**config.mk**
```make
export PLATFORM = sky130hd
export DESIGN_NAME = cmp_pwm_timer
export DESIGN_NICKNAME = d
export VERILOG_FILES = /design/src/rtl/tmr_pkg.sv /design/src/rtl/tmr_prescale.sv /design/src/rtl/tmr_counter.sv /design/src/rtl/tmr_cmp_chan.sv /design/src/rtl/tmr_vector.sv /design/src/rtl/cmp_pwm_timer.sv
export SDC_FILE = /design/constraint.sdc
export NUM_CORES = 1
export LEC_CHECK = 0
export BUFFER_PORTS_ARGS = -buffer_cell sky130_fd_sc_hd__buf_4
export CAP_MARGIN = 40
export CORE_MARGIN = 2
export CORE_UTILIZATION = 47
export DETAILED_ROUTE_END_ITERATION = 10
export GPL_TIMING_DRIVEN = 0
export SYNTH_ARGS = -nofsm -noshare
export SYNTH_HDL_FRONTEND = slang
export SYNTH_SLANG_ARGS = --single-unit
```
**constraint.sdc**
```tcl
create_clock -name clk -period 4.6 [get_ports clk]
set_clock_uncertainty 0.2 [all_clocks]
set_input_delay 0.92 -clock clk [delete_from_list [all_inputs] [get_ports clk]]
set_output_delay 0.92 -clock clk [all_outputs]
set_load 0.05 [all_outputs]
```
**src/rtl/tmr_pkg.sv**
```systemverilog
package tmr_pkg;
  typedef enum logic [1:0] {
    MD_STOP = 2'b00,
    MD_UP   = 2'b01,
    MD_CONT = 2'b10,
    MD_UPDN = 2'b11
  } tmr_mode_e;

  localparam int unsigned A_CTRL = 0;
  localparam int unsigned A_CNT  = 1;
  localparam int unsigned A_CMP0 = 2;

  localparam logic [3:0] OVF_CODE = 4'd10;

  typedef struct packed {
    logic [1:0] src;
    logic [1:0] div;
    tmr_mode_e  mode;
    logic       ovf_ie;
  } tmr_ctrl_t;
endpackage

```
**src/rtl/tmr_prescale.sv**
```systemverilog
module tmr_prescale #(
  parameter int unsigned DIV_W = 2
) (
  input  logic             clk,
  input  logic             rst_n,
  input  logic             src_tick,
  input  logic [DIV_W-1:0] div,
  input  logic             run,
  input  logic             clr,
  output logic             tick
);
  localparam int unsigned PW = (1 << DIV_W) - 1;

  logic [PW-1:0] pcnt;
  logic [PW-1:0] lim;

  always_comb begin
    lim  = (PW'(1) << div) - PW'(1);
    tick = run && src_tick && (pcnt == lim);
  end

  always_ff @(posedge clk or negedge rst_n) begin
    if (!rst_n) begin
      pcnt <= '0;
    end else if (clr) begin
      pcnt <= '0;
    end else if (run && src_tick) begin
      pcnt <= (pcnt == lim) ? '0 : pcnt + PW'(1);
    end
  end
endmodule

```
**src/rtl/tmr_counter.sv**
```systemverilog
module tmr_counter
  import tmr_pkg::*;
#(
  parameter int unsigned W = 16
) (
  input  logic         clk,
  input  logic         rst_n,
  input  logic         tick,
  input  tmr_mode_e    mode,
  input  logic [W-1:0] cmp0,
  input  logic         clr,
  input  logic         ld,
  input  logic [W-1:0] ld_val,
  output logic [W-1:0] cnt,
  output logic [W-1:0] nxt,
  output logic         step,
  output logic         wrap
);
  logic dir_up;
  logic dir_n;
  logic wrap_c;

  always_comb begin
    nxt    = cnt;
    dir_n  = dir_up;
    wrap_c = 1'b0;
    unique case (mode)
      MD_UP: begin
        if (cnt >= cmp0) begin
          nxt    = '0;
          wrap_c = 1'b1;
        end else begin
          nxt = cnt + W'(1);
        end
      end
      MD_CONT: begin
        nxt    = cnt + W'(1);
        wrap_c = (cnt == '1);
      end
      MD_UPDN: begin
        if (dir_up) begin
          if (cmp0 == '0) begin
            nxt = '0;
          end else if (cnt >= cmp0) begin
            if (cnt <= W'(1)) begin
              nxt    = '0;
              wrap_c = 1'b1;
            end else begin
              nxt   = cnt - W'(1);
              dir_n = 1'b0;
            end
          end else begin
            nxt = cnt + W'(1);
          end
        end else begin
          if (cnt <= W'(1)) begin
            nxt    = '0;
            dir_n  = 1'b1;
            wrap_c = 1'b1;
          end else begin
            nxt = cnt - W'(1);
          end
        end
      end
      default: begin
        nxt = cnt;
      end
    endcase
  end

  assign step = tick && (mode != MD_STOP) && !clr && !ld;
  assign wrap = step && wrap_c;

  always_ff @(posedge clk or negedge rst_n) begin
    if (!rst_n) begin
      cnt    <= '0;
      dir_up <= 1'b1;
    end else if (clr) begin
      cnt    <= '0;
      dir_up <= 1'b1;
    end else if (ld) begin
      cnt <= ld_val;
    end else if (step) begin
      cnt    <= nxt;
      dir_up <= dir_n;
    end
  end
endmodule

```
**src/rtl/tmr_cmp_chan.sv**
```systemverilog
module tmr_cmp_chan #(
  parameter int unsigned W = 16
) (
  input  logic         clk,
  input  logic         rst_n,
  input  logic         step,
  input  logic [W-1:0] nxt,
  input  logic [W-1:0] cmp,
  input  logic         per_hit,
  input  logic         sw_wr,
  input  logic         sw_val,
  input  logic         vec_clr,
  output logic         flag,
  output logic         pwm
);
  logic hit;

  assign hit = step && (nxt == cmp);

  always_ff @(posedge clk or negedge rst_n) begin
    if (!rst_n) begin
      flag <= 1'b0;
      pwm  <= 1'b0;
    end else begin
      if (hit) begin
        flag <= 1'b1;
      end else if (sw_wr) begin
        flag <= sw_val;
      end else if (vec_clr) begin
        flag <= 1'b0;
      end
      if (hit) begin
        pwm <= 1'b0;
      end else if (per_hit) begin
        pwm <= 1'b1;
      end
    end
  end
endmodule

```
**src/rtl/tmr_vector.sv**
```systemverilog
module tmr_vector
  import tmr_pkg::*;
#(
  parameter int unsigned NCH = 2
) (
  input  logic [NCH:0] pend,
  output logic [3:0]   code,
  output logic [NCH:0] sel
);
  always_comb begin
    code = '0;
    sel  = '0;
    for (int i = NCH; i >= 0; i--) begin
      if (pend[i]) begin
        code   = (i == NCH) ? OVF_CODE : 4'(2 * (i + 1));
        sel    = '0;
        sel[i] = 1'b1;
      end
    end
  end
endmodule

```
**src/rtl/cmp_pwm_timer.sv**
```systemverilog
module cmp_pwm_timer
  import tmr_pkg::*;
#(
  parameter int unsigned W     = 16,
  parameter int unsigned NCH   = 2,
  parameter int unsigned NSRC  = 4,
  parameter int unsigned DIV_W = 2,
  parameter int unsigned AW    = 3
) (
  input  logic            clk,
  input  logic            rst_n,
  input  logic [NSRC-1:0] src_tick,
  input  logic [AW-1:0]   reg_addr,
  input  logic            reg_wr,
  input  logic [W-1:0]    reg_wdata,
  input  logic            reg_rd,
  output logic [W-1:0]    reg_rdata,
  output logic [NCH-1:0]  pwm_out,
  output logic            irq
);
  localparam int unsigned A_CHCTL = A_CMP0 + NCH + 1;
  localparam int unsigned A_VEC   = A_CHCTL + 1;
  localparam int unsigned FLG_LSB = W / 2;

  tmr_ctrl_t       ctrl_q;
  logic            ovf_flag;
  logic [NCH-1:0]  ch_ie;
  logic [NCH-1:0]  ch_flag;
  logic [W-1:0]    cmp_q [NCH+1];

  logic            wr_ctrl, wr_cnt, wr_chctl, clr;
  logic            src_sel, tick;
  logic [W-1:0]    cnt, nxt;
  logic            step, wrap, per_hit;
  logic [NCH:0]    pend, vsel, vec_clr;
  logic [3:0]      vec_code;

  assign wr_ctrl  = reg_wr && (reg_addr == AW'(A_CTRL));
  assign wr_cnt   = reg_wr && (reg_addr == AW'(A_CNT));
  assign wr_chctl = reg_wr && (reg_addr == AW'(A_CHCTL));
  assign clr      = wr_ctrl && reg_wdata[2];

  always_ff @(posedge clk or negedge rst_n) begin
    if (!rst_n) begin
      ctrl_q <= '0;
      ch_ie  <= '0;
    end else begin
      if (wr_ctrl) begin
        ctrl_q.src    <= reg_wdata[9:8];
        ctrl_q.div    <= reg_wdata[7:6];
        ctrl_q.mode   <= tmr_mode_e'(reg_wdata[5:4]);
        ctrl_q.ovf_ie <= reg_wdata[1];
      end
      if (wr_chctl) begin
        ch_ie <= reg_wdata[NCH-1:0];
      end
    end
  end

  for (genvar i = 0; i <= NCH; i++) begin : g_cmp
    always_ff @(posedge clk or negedge rst_n) begin
      if (!rst_n) begin
        cmp_q[i] <= '0;
      end else if (reg_wr && (reg_addr == AW'(A_CMP0 + i))) begin
        cmp_q[i] <= reg_wdata;
      end
    end
  end

  assign src_sel = src_tick[ctrl_q.src];

  tmr_prescale #(.DIV_W(DIV_W)) u_pre (
    .clk     (clk),
    .rst_n   (rst_n),
    .src_tick(src_sel),
    .div     (ctrl_q.div),
    .run     (ctrl_q.mode != MD_STOP),
    .clr     (clr),
    .tick    (tick)
  );

  tmr_counter #(.W(W)) u_cnt (
    .clk   (clk),
    .rst_n (rst_n),
    .tick  (tick),
    .mode  (ctrl_q.mode),
    .cmp0  (cmp_q[0]),
    .clr   (clr),
    .ld    (wr_cnt),
    .ld_val(reg_wdata),
    .cnt   (cnt),
    .nxt   (nxt),
    .step  (step),
    .wrap  (wrap)
  );

  assign per_hit = step && (nxt == cmp_q[0]);

  for (genvar i = 0; i < NCH; i++) begin : g_ch
    tmr_cmp_chan #(.W(W)) u_ch (
      .clk    (clk),
      .rst_n  (rst_n),
      .step   (step),
      .nxt    (nxt),
      .cmp    (cmp_q[i+1]),
      .per_hit(per_hit),
      .sw_wr  (wr_chctl),
      .sw_val (reg_wdata[FLG_LSB+i]),
      .vec_clr(vec_clr[i]),
      .flag   (ch_flag[i]),
      .pwm    (pwm_out[i])
    );
  end

  always_ff @(posedge clk or negedge rst_n) begin
    if (!rst_n) begin
      ovf_flag <= 1'b0;
    end else if (wrap) begin
      ovf_flag <= 1'b1;
    end else if (wr_ctrl) begin
      ovf_flag <= reg_wdata[0];
    end else if (vec_clr[NCH]) begin
      ovf_flag <= 1'b0;
    end
  end

  assign pend = {ovf_flag && ctrl_q.ovf_ie, ch_flag & ch_ie};

  tmr_vector #(.NCH(NCH)) u_vec (
    .pend(pend),
    .code(vec_code),
    .sel (vsel)
  );

  assign vec_clr = (reg_rd && (reg_addr == AW'(A_VEC))) ? vsel : '0;
  assign irq     = |pend;

  always_comb begin
    reg_rdata = '0;
    if (reg_addr == AW'(A_CTRL)) begin
      reg_rdata[9:8] = ctrl_q.src;
      reg_rdata[7:6] = ctrl_q.div;
      reg_rdata[5:4] = ctrl_q.mode;
      reg_rdata[1]   = ctrl_q.ovf_ie;
      reg_rdata[0]   = ovf_flag;
    end else if (reg_addr == AW'(A_CNT)) begin
      reg_rdata = cnt;
    end else if (reg_addr == AW'(A_CHCTL)) begin
      reg_rdata[NCH-1:0]               = ch_ie;
      reg_rdata[FLG_LSB+NCH-1:FLG_LSB] = ch_flag;
    end else if (reg_addr == AW'(A_VEC)) begin
      reg_rdata[3:0] = vec_code;
    end else begin
      for (int i = 0; i <= NCH; i++) begin
        if (reg_addr == AW'(A_CMP0 + i)) reg_rdata = cmp_q[i];
      end
    end
  end
endmodule

```
==> results of run 1 <==
-- worst max-delay path: stages, from the launching register on --
cell                        delay [ns]
sky130_fd_sc_hd__dfrtp_1          0.45
sky130_fd_sc_hd__nor4_1           0.60
sky130_fd_sc_hd__and4_1           0.54
sky130_fd_sc_hd__a21oi_1          0.25
sky130_fd_sc_hd__nand2_2          0.29
sky130_fd_sc_hd__buf_4            0.28
sky130_fd_sc_hd__nor3_1           0.08
sky130_fd_sc_hd__o22ai_1          0.69
sky130_fd_sc_hd__xor2_1           0.20
sky130_fd_sc_hd__o2111ai_1        0.15
sky130_fd_sc_hd__nor4_2           0.57
sky130_fd_sc_hd__a311o_1          0.19
-- flip-flops by register name (all words and copies together), names as in the netlist --
| name | cells |
|---|---|
| u_cnt.cnt | 16 |
| ovf_flag | 1 |
| u_pre.pcnt | 3 |
| g_ch.u_ch.pwm | 2 |
| ctrl_q | 7 |
| g_ch.u_ch.flag | 2 |
| u_cnt.dir_up | 1 |
| cmp_q | 48 |
| ch_ie | 2 |
-- Yosys cell counts, types with 4 or more instances --
master / n / area (µm²)
sky130_fd_sc_hd__o21a_1: 5 / 37.5
sky130_fd_sc_hd__and3_1: 9 / 56.3
sky130_fd_sc_hd__clkbuf_1: 44 / 165
sky130_fd_sc_hd__ha_1: 20 / 250
sky130_fd_sc_hd__a31oi_1: 6 / 37.5
sky130_fd_sc_hd__nand3_1: 21 / 105
sky130_fd_sc_hd__o211ai_1: 9 / 67.6
sky130_fd_sc_hd__o32a_1: 4 / 40.0
sky130_fd_sc_hd__a211oi_1: 5 / 37.5
sky130_fd_sc_hd__nand2b_1: 5 / 31.3
sky130_fd_sc_hd__mux2i_1: 11 / 110
sky130_fd_sc_hd__nand2_1: 98 / 368
sky130_fd_sc_hd__xnor2_1: 28 / 245
sky130_fd_sc_hd__or3_1: 11 / 68.8
sky130_fd_sc_hd__or2_2: 5 / 31.3
sky130_fd_sc_hd__nor2_1: 58 / 218
sky130_fd_sc_hd__nor3_1: 25 / 125
sky130_fd_sc_hd__nor4_1: 13 / 81.3
sky130_fd_sc_hd__a221oi_1: 6 / 52.6
sky130_fd_sc_hd__a21oi_1: 39 / 195
sky130_fd_sc_hd__o31ai_1: 9 / 67.6
sky130_fd_sc_hd__o21ai_0: 80 / 400
sky130_fd_sc_hd__inv_1: 35 / 131
sky130_fd_sc_hd__and4_1: 6 / 52.6
sky130_fd_sc_hd__nand4_1: 11 / 68.8
sky130_fd_sc_hd__mux2_2: 39 / 439
sky130_fd_sc_hd__dfrtp_1: 81 / 2030
sky130_fd_sc_hd__nor2b_1: 9 / 56.3
sky130_fd_sc_hd__buf_6: 4 / 45.0
sky130_fd_sc_hd__o22ai_1: 6 / 37.5
sky130_fd_sc_hd__xor2_1: 19 / 166
sky130_fd_sc_hd__and2_1: 6 / 37.5
sky130_fd_sc_hd__a22oi_1: 12 / 90.1
sky130_fd_sc_hd__o32ai_2: 5 / 81.3
sky130_fd_sc_hd__o2111ai_1: 7 / 61.3
-- layer usage --
layer,routed length (µm),GRT usage
met1,11500,0.458
met2,12500,0.559
met3,2190,0.0636
met4,1680,0.188
met5,0,0
-- area by class of cell --
cell class | instances | area [µm²] | area share
Antenna cell | 1 | 2.50 | 0.000315
Buffer | 57 | 269 | 0.0339
Clock buffer | 10 | 239 | 0.0301
Clock inverter | 6 | 113 | 0.0142
Inverter | 35 | 131 | 0.0165
Multi-Input combinational cell | 652 | 4510 | 0.568
Sequential cell | 82 | 2050 | 0.259
Tap cell | 184 | 230 | 0.0290
Timing Repair Buffer | 50 | 397 | 0.0499
-- final timing paths --
kind	end	slack, ns	cells after the start
worst min register to register	g_ch[1].u_ch.pwm$_DFFE_PN0P_	0.31	2
max in group asynchronous	u_cnt.dir_up$_DFFE_PN1P_	3.23	2
worst min-delay path	g_ch[1].u_ch.pwm$_DFFE_PN0P_	0.31	2
worst max register to register	g_ch[0].u_ch.flag$_DFFE_PN0P_	0.05	11
min in group asynchronous	cmp_q[14]$_DFFE_PN0P_	0.32	1
worst max-delay path	g_ch[0].u_ch.flag$_DFFE_PN0P_	0.05	11
-- power breakdown --
| group | total [µW] | leakage (µW) | internal [µW] | switching (µW) |
|---|---|---|---|---|
| registers | 1190 | 0.000995 | 919 | 269 |
| logic | 3120 | 0.00197 | 1090 | 2020 |
| clock network | 855 | 0.000173 | 547 | 307 |
-- what timing repair did --
item | 4_1_cts | 5_1_grt
pin swaps | 0 | 4
endpoints found under the setup margin | 4 | 4
gates resized for setup | 8 | 9
cloned | 0 | 0
setup buffers | 0 | 2
hold buffers | 0 | 0
-- logic make-up after synthesis --
group	count (synthesis)	share of synthesized area
flops	82	0.299
compound gates	233	0.240
fa+ha+maj	20	0.0364
xor+xnor	48	0.0623
simple gates	300	0.221
mux	51	0.0832
buf+inv	92	0.0583
-- per-stage QoR --
stage | power [µW] | util
2_1_floorplan | 3110 | -
3_3_place_gp | 4040 | 0.516
3_5_place_dp | 4080 | 0.519
4_1_cts | 4980 | 0.547
5_1_grt | 5380 | 0.551
6_report | 5160 | 0.551
==> qor.yml, run 1 <==
setup_path:
  crit_path_required_time_ns: 4.68
  arrival_time_worst_endpoint_ns: 4.64
  crit_fanout: 10
  setup.worst_path.start: "cmp_q[33]$_DFFE_PN0P_"
  setup.worst_path.end_class: "flop"
  worst_reg2reg_path_startpoint: "cmp_q[33]$_DFFE_PN0P_"
  critical_path_type: "flop to flop"
  crit_path_launch_type: "flop"
cells_and_area:
  finish.net_count: 934
  final_cell_mix: "98 x sky130_fd_sc_hd__nand2_1, 80 x sky130_fd_sc_hd__dfrtp_1, 79 x sky130_fd_sc_hd__o21ai_0"
  drive_gt1_frac: 0.185
  area_growth_pct: 15.7
  final_design_area_no_fill_mm2: 0.00795
  final-instance-count-excl-fill: 1077
  final.fill_count: 1380
  layout_commonest_cell: "sky130_fd_sc_hd__nand2_1"
cts:
  clk_transition_reported_paths_ns: 0.06
  maximum_clock_insertion_buffer_count: 2
  worst_skew_pair.late_latency_ns: 0.35
  clockRootBuffer: "sky130_fd_sc_hd__clkbuf_16"
  cts_tree: "done"
  cts_sinks: 82
  cts_max_level: 3
  clock_buffer_count_from_cts: 9
routing:
  post_drt_wl_per_cell_um: 25.8
  routed_wirelength_um: 27800
  route.antenna.remaining_nets: 0
  remaining_drc_errors: 0
  drt_pre_antenna_iters: 5
  vias: 7231
  vias_per_cell: 6.71
  drt-initial-drc-count: 855
pwr:
  power.density_mw_per_mm2: 649
  power.ir.vdd_worst_mv: 0.300
  power.static_leakage_uw: 0.00314
sta:
  worst_case_setup_margin_in_the_final_layout_ns: 0.0465
  post-route-min-period_ns: 4.55
  whs_ns: 0.312
  portion_of_the_clock_cycle_consumed_by_the_worst_path_in_the_final_layout: 0.990
  max_slew_margin: 0.319
  totalNegativeSetupSlack_ns: 0
  finalSetupViolations: 0
  max_clock_freq_mhz: 220
  hold_viol: 0
  drv_slew: 0
  tightest_slew_ns: 1.01
  grt_setup_unrepaired: "no"
placed_design:
  dp.cells: 1058
  placement.setup.worst_slack_ns: -0.535
  place.gp.congestion: 0.997
  dpl-instance-area_mm2: 0.00749
  port_buffers: 45
  dp.final_hpwl_um: 21700
global_routing:
  antenna_found_initial: 0
  grt.total_usage: 0.352
  pin_count_of_the_biggest_net_entering_global_routing: 52
  first_pass_grt_wire_length_um: 41900
  vias_in_the_first_global_route: 6951
  gr-total-overflow: 0
yosys:
  synth.yosys.seq_area_share: 0.299
  synth_warnings: 0
  synth_area_per_cell_um2: 8.32
  synthArstFlopShare: 1.00
  post_synth_instance_area_mm2: 0.00687
  yosysUniqueCellTypes: 82
  postSynth.topFlopCell: "sky130_fd_sc_hd__dfrtp_1"
  postSynthNetCount: 873
  synth_edf_count: 0
  synthesis.instances: 826
  synth_seq_cells: 82
floorplan:
  initial_utilization: 0.476
  die_y_um: 125
  die_w_um: 125
  placementRows: 44
  die_area_mm2: 0.0156
  boundaryPins: 46
  floorplan.core_area_mm2: 0.0144
run_status:
  outcome: "finished, final reports clean"
flow_run:
  cap_viol_max_count: 0
min_path:
  min_path_type: "flop to flop"
  timing.hold.worst.start: "g_ch[1].u_ch.pwm$_DFFE_PN0P_"
Power figures use the tool's default switching activity.
==> inputs of run 2 (changes only) <==
--- a/config.mk
+++ b/config.mk
@@ -11,6 +11,7 @@
 export CORE_UTILIZATION = 47
 export DETAILED_ROUTE_END_ITERATION = 10
 export GPL_TIMING_DRIVEN = 0
+export HOLD_SLACK_MARGIN = 0.05
 export SYNTH_ARGS = -nofsm -noshare
 export SYNTH_HDL_FRONTEND = slang
 export SYNTH_SLANG_ARGS = --single-unit
==> constraint.sdc (replaced) <==
create_clock -name clk -period 5.1 [get_ports clk]
set_clock_uncertainty 0.2 [all_clocks]
set_input_delay 1.02 -clock clk [delete_from_list [all_inputs] [get_ports clk]]
set_output_delay 1.02 -clock clk [all_outputs]
set_load 0.05 [all_outputs]
==> run 2 against run 1 <==
Compared with the run above: sequential share of layout area rose by 0.28 points; wire length shrank 0.17%; largest cell class unchanged; final cell count fell by 0.28%; core utilization shrank 0.62 points; register-to-register slack improved by 0.06 ns.
==> qor.yml, run 2 (same netlist as run 1, synthesis figures left out) <==
run_status:
  outcome: "finished, final reports clean"
sta:
  whs_ns: 0.312
  hold_viol: 0
  max_clock_freq_mhz: 200
  max_slew_margin: 0.336
  grt_setup_unrepaired: "no"
  portion_of_the_clock_cycle_consumed_by_the_worst_path_in_the_final_layout: 0.979
  finalSetupViolations: 0
  tightest_slew_ns: 0.988
  post-route-min-period_ns: 4.99
  drv_slew: 0
routing:
  routed_wirelength_um: 27800
  drt-initial-drc-count: 991
  post_drt_wl_per_cell_um: 25.9
  drt_pre_antenna_iters: 6
  route.antenna.remaining_nets: 0
  remaining_drc_errors: 0
  vias: 7214
  vias_per_cell: 6.72
cts:
  maximum_clock_insertion_buffer_count: 2
  clock_buffer_count_from_cts: 9
  worst_skew_pair.late_latency_ns: 0.35
  clockRootBuffer: "sky130_fd_sc_hd__clkbuf_16"
  cts_tree: "done"
  cts_sinks: 82
  cts_hold_buffers: 0
  clk_transition_reported_paths_ns: 0.06
  cts_max_level: 3
placed_design:
  port_buffers: 45
  dp.final_hpwl_um: 21700
  place.gp.congestion: 0.997
  dpl-instance-area_mm2: 0.00749
cells_and_area:
  num_antenna_cells: 0
  drive_gt1_frac: 0.170
  final_core_util: 0.545
  final_design_area_no_fill_mm2: 0.00786
  flip_flop_count_of_the_largest_register_all_copies_and_words_added: 48
  finish.net_count: 932
  largest-register: "cmp_q"
  area_growth_pct: 14.4
  layout_commonest_cell: "sky130_fd_sc_hd__nand2_1"
  largest_registers: "cmp_q: 48 flops, u_cnt.cnt: 16 flops, ctrl_q: 7 flops"
  final_cell_mix: "98 x sky130_fd_sc_hd__nand2_1, 81 x sky130_fd_sc_hd__dfrtp_1, 79 x sky130_fd_sc_hd__o21ai_0"
global_routing:
  first_pass_grt_wire_length_um: 41800
  gr-usage-met2: 0.557
  grt.total_usage: 0.351
  gr-usage-met1: 0.465
  gr-total-overflow: 0
  met3_usage: 0.0576
  vias_in_the_first_global_route: 6941
  pin_count_of_the_biggest_net_entering_global_routing: 52
  grt-busiest-layer: "met2"
  antenna_found_initial: 0
pwr:
  power.static_leakage_uw: 0.00310
  power.ir.vdd_worst_mv: 0.269
  power.density_mw_per_mm2: 584
setup_path:
  cpMaxStageDelayCell: "sky130_fd_sc_hd__dfrtp_1"
  setup.worst_path.end_class: "flop"
  crit_path_required_time_ns: 5.18
  crit_path_cell_trace: "ha_1 > nand4_1 > or3_4 > a311o_1 > and4_4 > buf_6 > nor3_2 > o21ai_1 > a2111oi_4 > o2111ai_1 > nor4_2 > or3_1"
  setup.reg_to_reg.worst_slack_ns: 0.11
  critical_path_type: "flop to flop"
  critical-path-max-stage-delay_ns: 0.56
  crit_fanout: 7
  reg2regPathDepth: 12
  arrival_time_worst_endpoint_ns: 5.08
  worst_reg2reg_path_startpoint: "u_cnt.cnt[15]$_DFFE_PN0P_"
  crit_path_launch_type: "flop"
  critical_path.reg2reg.endpoint: "g_ch[1].u_ch.flag$_DFFE_PN0P_"
min_path:
  min_path_type: "flop to flop"
  timing.hold.worst.start: "g_ch[1].u_ch.pwm$_DFFE_PN0P_"
  whs_endpoint: "g_ch[1].u_ch.pwm$_DFFE_PN0P_"
  min_delay_path_depth: 2
flow_run:
  cap_viol_max_count: 0
floorplan:
  initial_utilization: 0.476
  placementRows: 44
  die_w_um: 125
  boundaryPins: 46
  floorplan.core_area_mm2: 0.0144
  die_y_um: 125
  die_area_mm2: 0.0156
run 2: timing repair:
item,CTS,global route
endpoints found under the setup margin,2,4
buffers inserted,0,0
pin swaps,0,0
hold endpoints to repair,0,0
gates resized for setup,1,2
cloned,0,0
run 2: area by class of cell:
type | count | area [µm²]
Timing Repair Buffer | 48 | 382
Fill cell | 1391 | 6570
Buffer | 57 | 269
Inverter | 35 | 131
Sequential cell | 82 | 2050
Clock inverter | 6 | 113
Clock buffer | 10 | 239
Multi-Input combinational cell | 652 | 4440
Tap cell | 184 | 230
run 2: worst max-delay path: cells and delay by family, from the launching register on:
family / cells / cell delay [ns]
fa+ha+maj: 1 / 0.43
compound gates: 4 / 1.52
simple gates: 6 / 2.08
flops: 1 / 0.56
buf+inv: 1 / 0.13
run 2: worst max path at each step:
stage	startpoint	to	slack, ns	cells after the start
final	u_cnt.cnt[15]$_DFFE_PN0P_	g_ch[1].u_ch.flag$_DFFE_PN0P_	0.11	12
after global routing	u_cnt.cnt[15]$_DFFE_PN0P_	g_ch[1].u_ch.flag$_DFFE_PN0P_	0.01	12
after CTS	u_cnt.cnt[15]$_DFFE_PN0P_	g_ch[1].u_ch.flag$_DFFE_PN0P_	0.12	12
after detailed placement	u_cnt.cnt[15]$_DFFE_PN0P_	g_ch[1].u_ch.flag$_DFFE_PN0P_	-0.03	12
after global placement	u_cnt.cnt[15]$_DFFE_PN0P_	g_ch[1].u_ch.flag$_DFFE_PN0P_	-0.07	12
after floorplan	reg_addr[0]	reg_rdata[4]	0.91	6
run 2: layer usage:
| layer | wire length (µm) | vias to the layer above |
|---|---|---|
| met4 | 1700 | 0 |
| met5 | 0 | - |
| met3 | 2540 | 107 |
| met1 | 11100 | 3470 |
| met2 | 12500 | 483 |
| li1 | - | 3154 |
run 2: where the power goes:
part           total, µW  switching (µW)  internal, µW
registers           1070             242           828
logic               2750            1790           956
clock network        769             276           494
total               4590            2310          2280
run 2: stage by stage:
stage / cells / power (µW) / setup TNS (ns) / setup slack (ns)
5_1_grt: 1074 / 4780 / 0 / 0.0129
4_1_cts: 1074 / 4460 / 0 / 0.124
2_1_floorplan: 826 / 2810 / 0 / 0.906
3_5_place_dp: 1058 / 3680 / -0.0346 / -0.0346
3_3_place_gp: 1055 / 3650 / -0.101 / -0.0670
6_report: 1074 / 4590 / 0 / 0.109
==> inputs of run 3 (changes only) <==
--- a/config.mk
+++ b/config.mk
@@ -12,6 +12,7 @@
 export DETAILED_ROUTE_END_ITERATION = 10
 export GPL_TIMING_DRIVEN = 0
 export HOLD_SLACK_MARGIN = 0.05
+export REMOVE_ABC_BUFFERS = 1
 export SYNTH_ARGS = -nofsm -noshare
 export SYNTH_HDL_FRONTEND = slang
 export SYNTH_SLANG_ARGS = --single-unit
==> constraint.sdc (replaced) <==
create_clock -name clk -period 4.7 [get_ports clk]
set_clock_uncertainty 0.2 [all_clocks]
set_input_delay 0.94 -clock clk [delete_from_list [all_inputs] [get_ports clk]]
set_output_delay 0.94 -clock clk [all_outputs]
set_load 0.05 [all_outputs]
==> run 3 against run 2 <==
Compared with the run above: combinational power decreased by 5%; core utilization down 0.94 points; clock power decreased by 5.1%; sequential share of layout area up 0.49 points; sequential power increased by 26%.
==> qor.yml, run 3 (same netlist as run 1, synthesis figures left out) <==
run_status:
  outcome: "finished, final reports clean"
placed_design:
  dp.cells: 1010
  dp.final_hpwl_um: 19300
  place.gp.congestion: 0.984
  port_buffers: 45
cells_and_area:
  final_core_util: 0.535
  final_cell_mix: "98 x sky130_fd_sc_hd__nand2_1, 80 x sky130_fd_sc_hd__o21ai_0, 79 x sky130_fd_sc_hd__dfrtp_1"
  largest-register: "cmp_q"
  final.fill_count: 1398
  flip_flop_count_of_the_largest_register_all_copies_and_words_added: 48
  drive_gt1_frac: 0.189
  area_growth_pct: 12.4
  layout.area.seq_mm2: 0.00206
  layout_commonest_cell: "sky130_fd_sc_hd__nand2_1"
  multi_input_comb_area_mm2: 0.00447
  finish.net_count: 887
  final-instance-count-excl-fill: 1029
  largest_registers: "cmp_q: 48 flops, u_cnt.cnt: 16 flops, ctrl_q: 7 flops"
  num_antenna_cells: 0
floorplan:
  boundaryPins: 46
  initial_utilization: 0.476
  placementRows: 44
  die_area_mm2: 0.0156
  die_y_um: 125
  floorplan.core_area_mm2: 0.0144
  die_w_um: 125
min_path:
  min_path_type: "input port to asynchronous set/reset pin"
routing:
  remaining_drc_errors: 0
  met2_length_um: 10900
  highest_layer: "met4"
  route.antenna.remaining_nets: 0
  post_drt_wl_per_cell_um: 24.9
  vias_per_cell: 6.54
  vias: 6733
  drt-initial-drc-count: 750
  drt_pre_antenna_iters: 5
  routed_wirelength_um: 25600
  met1Wirelength_um: 11600
  detailroute.wirelength.met3_um: 2060
cts:
  cts_sinks: 82
  clockRootBuffer: "sky130_fd_sc_hd__clkbuf_16"
  cts_max_level: 3
  maximum_clock_insertion_buffer_count: 2
  worst_skew_pair.late_latency_ns: 0.35
  clk_transition_reported_paths_ns: 0.06
  cts_hold_buffers: 0
  clock_buffer_count_from_cts: 9
  cts_tree: "done"
pwr:
  combinational_share_of_power: 0.557
  power_report.internal_total_uw: 2300
  clkPwrFrac: 0.156
  share_seq_of_total_power: 0.288
  power.static_leakage_uw: 0.00305
  power.density_mw_per_mm2: 607
  power_switching_share: 0.509
  power.ir.vdd_worst_mv: 0.245
  power_switching_uw: 2390
global_routing:
  antenna_found_initial: 0
  grt.total_usage: 0.329
  gr-total-overflow: 0
  vias_in_the_first_global_route: 6466
  first_pass_grt_wire_length_um: 39400
  pin_count_of_the_biggest_net_entering_global_routing: 58
setup_path:
  critical-path-max-stage-delay_ns: 0.76
  setup.worst_path.start: "u_cnt.cnt[9]$_DFFE_PN0P_"
  critical_path_type: "flop to flop"
  setup.worst_path.end_class: "flop"
  setup.reg_to_reg.worst_slack_ns: 0.13
  reg2regPathDepth: 11
  crit_path_required_time_ns: 4.79
  crit_path_launch_type: "flop"
  crit_fanout: 12
  worst_setup_path_endpoint: "g_ch[0].u_ch.flag$_DFFE_PN0P_"
  cpMaxStageDelayCell: "sky130_fd_sc_hd__dfrtp_1"
  critical_path.reg2reg.endpoint: "g_ch[0].u_ch.flag$_DFFE_PN0P_"
  crit_path_cell_trace: "ha_1 > a21oi_1 > o21ai_0 > nor2b_1 > o41ai_2 > a32oi_1 > nor3_1 > o21a_1 > o211ai_1 > nor4_2 > a311o_1"
  worst_reg2reg_path_startpoint: "u_cnt.cnt[9]$_DFFE_PN0P_"
  arrival_time_worst_endpoint_ns: 4.66
sta:
  max_slew_margin: 0.367
  hold_viol: 0
  finalSetupViolations: 0
  max_clock_freq_mhz: 219
  portion_of_the_clock_cycle_consumed_by_the_worst_path_in_the_final_layout: 0.972
  grt_setup_unrepaired: "no"
  drv_slew: 0
  post-route-min-period_ns: 4.57
  tightest_slew_ns: 0.942
flow_run:
  cap_viol_max_count: 0
[run 3: cell types whose count changed in the layout (fill, tap and decap cells not counted), sizes merged]
cell	change
bufinv	-2
clkdlybuf4s15	-1
clkbuf	-43
inv	-1
buf	-1
and4	+1
clkinv	+2
[run 3: how the worst min path moves through the flow]
stage	startpoint	end
floorplan	cmp_q[29]$_DFFE_PN0P_	cmp_q[29]$_DFFE_PN0P_
global placement	g_ch[0].u_ch.pwm$_DFFE_PN0P_	g_ch[0].u_ch.pwm$_DFFE_PN0P_
detailed placement	g_ch[1].u_ch.pwm$_DFFE_PN0P_	g_ch[1].u_ch.pwm$_DFFE_PN0P_
CTS	rst_n	u_pre.pcnt[0]$_DFFE_PN0P_
global route	rst_n	u_pre.pcnt[0]$_DFFE_PN0P_
finish	rst_n	u_pre.pcnt[0]$_DFFE_PN0P_
[run 3: timing repair]
item / CTS / global route
pin swaps: 0 / 2
endpoints found under the hold margin: 0 / 0
setup endpoints to repair: 3 / 4
setup buffers: 0 / 2
gates resized for setup: 2 / 6
gates cloned: 0 / 1
[run 3: layer usage]
metal  global-route usage  vias up
met5                    0        -
met4                0.122        0
met3               0.0726       57
met2                0.482      308
met1                0.478     3305
li1                     -     3063
[run 3: power groups by stage]
stage	combinational, µW	clock [µW]	sequential [µW]
3_3_place_gp	2400	0	1330
5_1_grt	2810	774	1380
2_1_floorplan	1750	0	1170
4_1_cts	2490	739	1330
6_report	2610	730	1350
3_5_place_dp	2480	0	1340
[run 3: through the flow]
step                TNS [ns]  total power, µW  cell area (µm²)  hold slack [ns]  worst slack (ns)
finish                     0             4690             7720            0.312             0.129
CTS                        0             4560             7670            0.314            0.0784
global route               0             4960             7720            0.327            0.0172
floorplan                  0             2910             6600            0.312             0.972
detailed placement    -0.956             3820             7360            0.315            -0.366
global placement      -15.42             3730             7170            0.309             -1.30
[run 3: cell type report]
class,instances,area share
clock buffer,11,0.0314
clock inverter,5,0.00697
inverter,35,0.0170
multi-input combinational,653,0.579
sequential,82,0.266
tap,184,0.0298
timing repair buffer,59,0.0697
[run 3: worst max-delay path: cells and delay by family (launching register included)]
family                   cells  cell delay (ns)
AO/OA/AOI/OAI                7             1.63
AND/OR/NAND/NOR              3             1.54
flip-flops                   1             0.76
adder cells (fa/ha/maj)      1             0.37
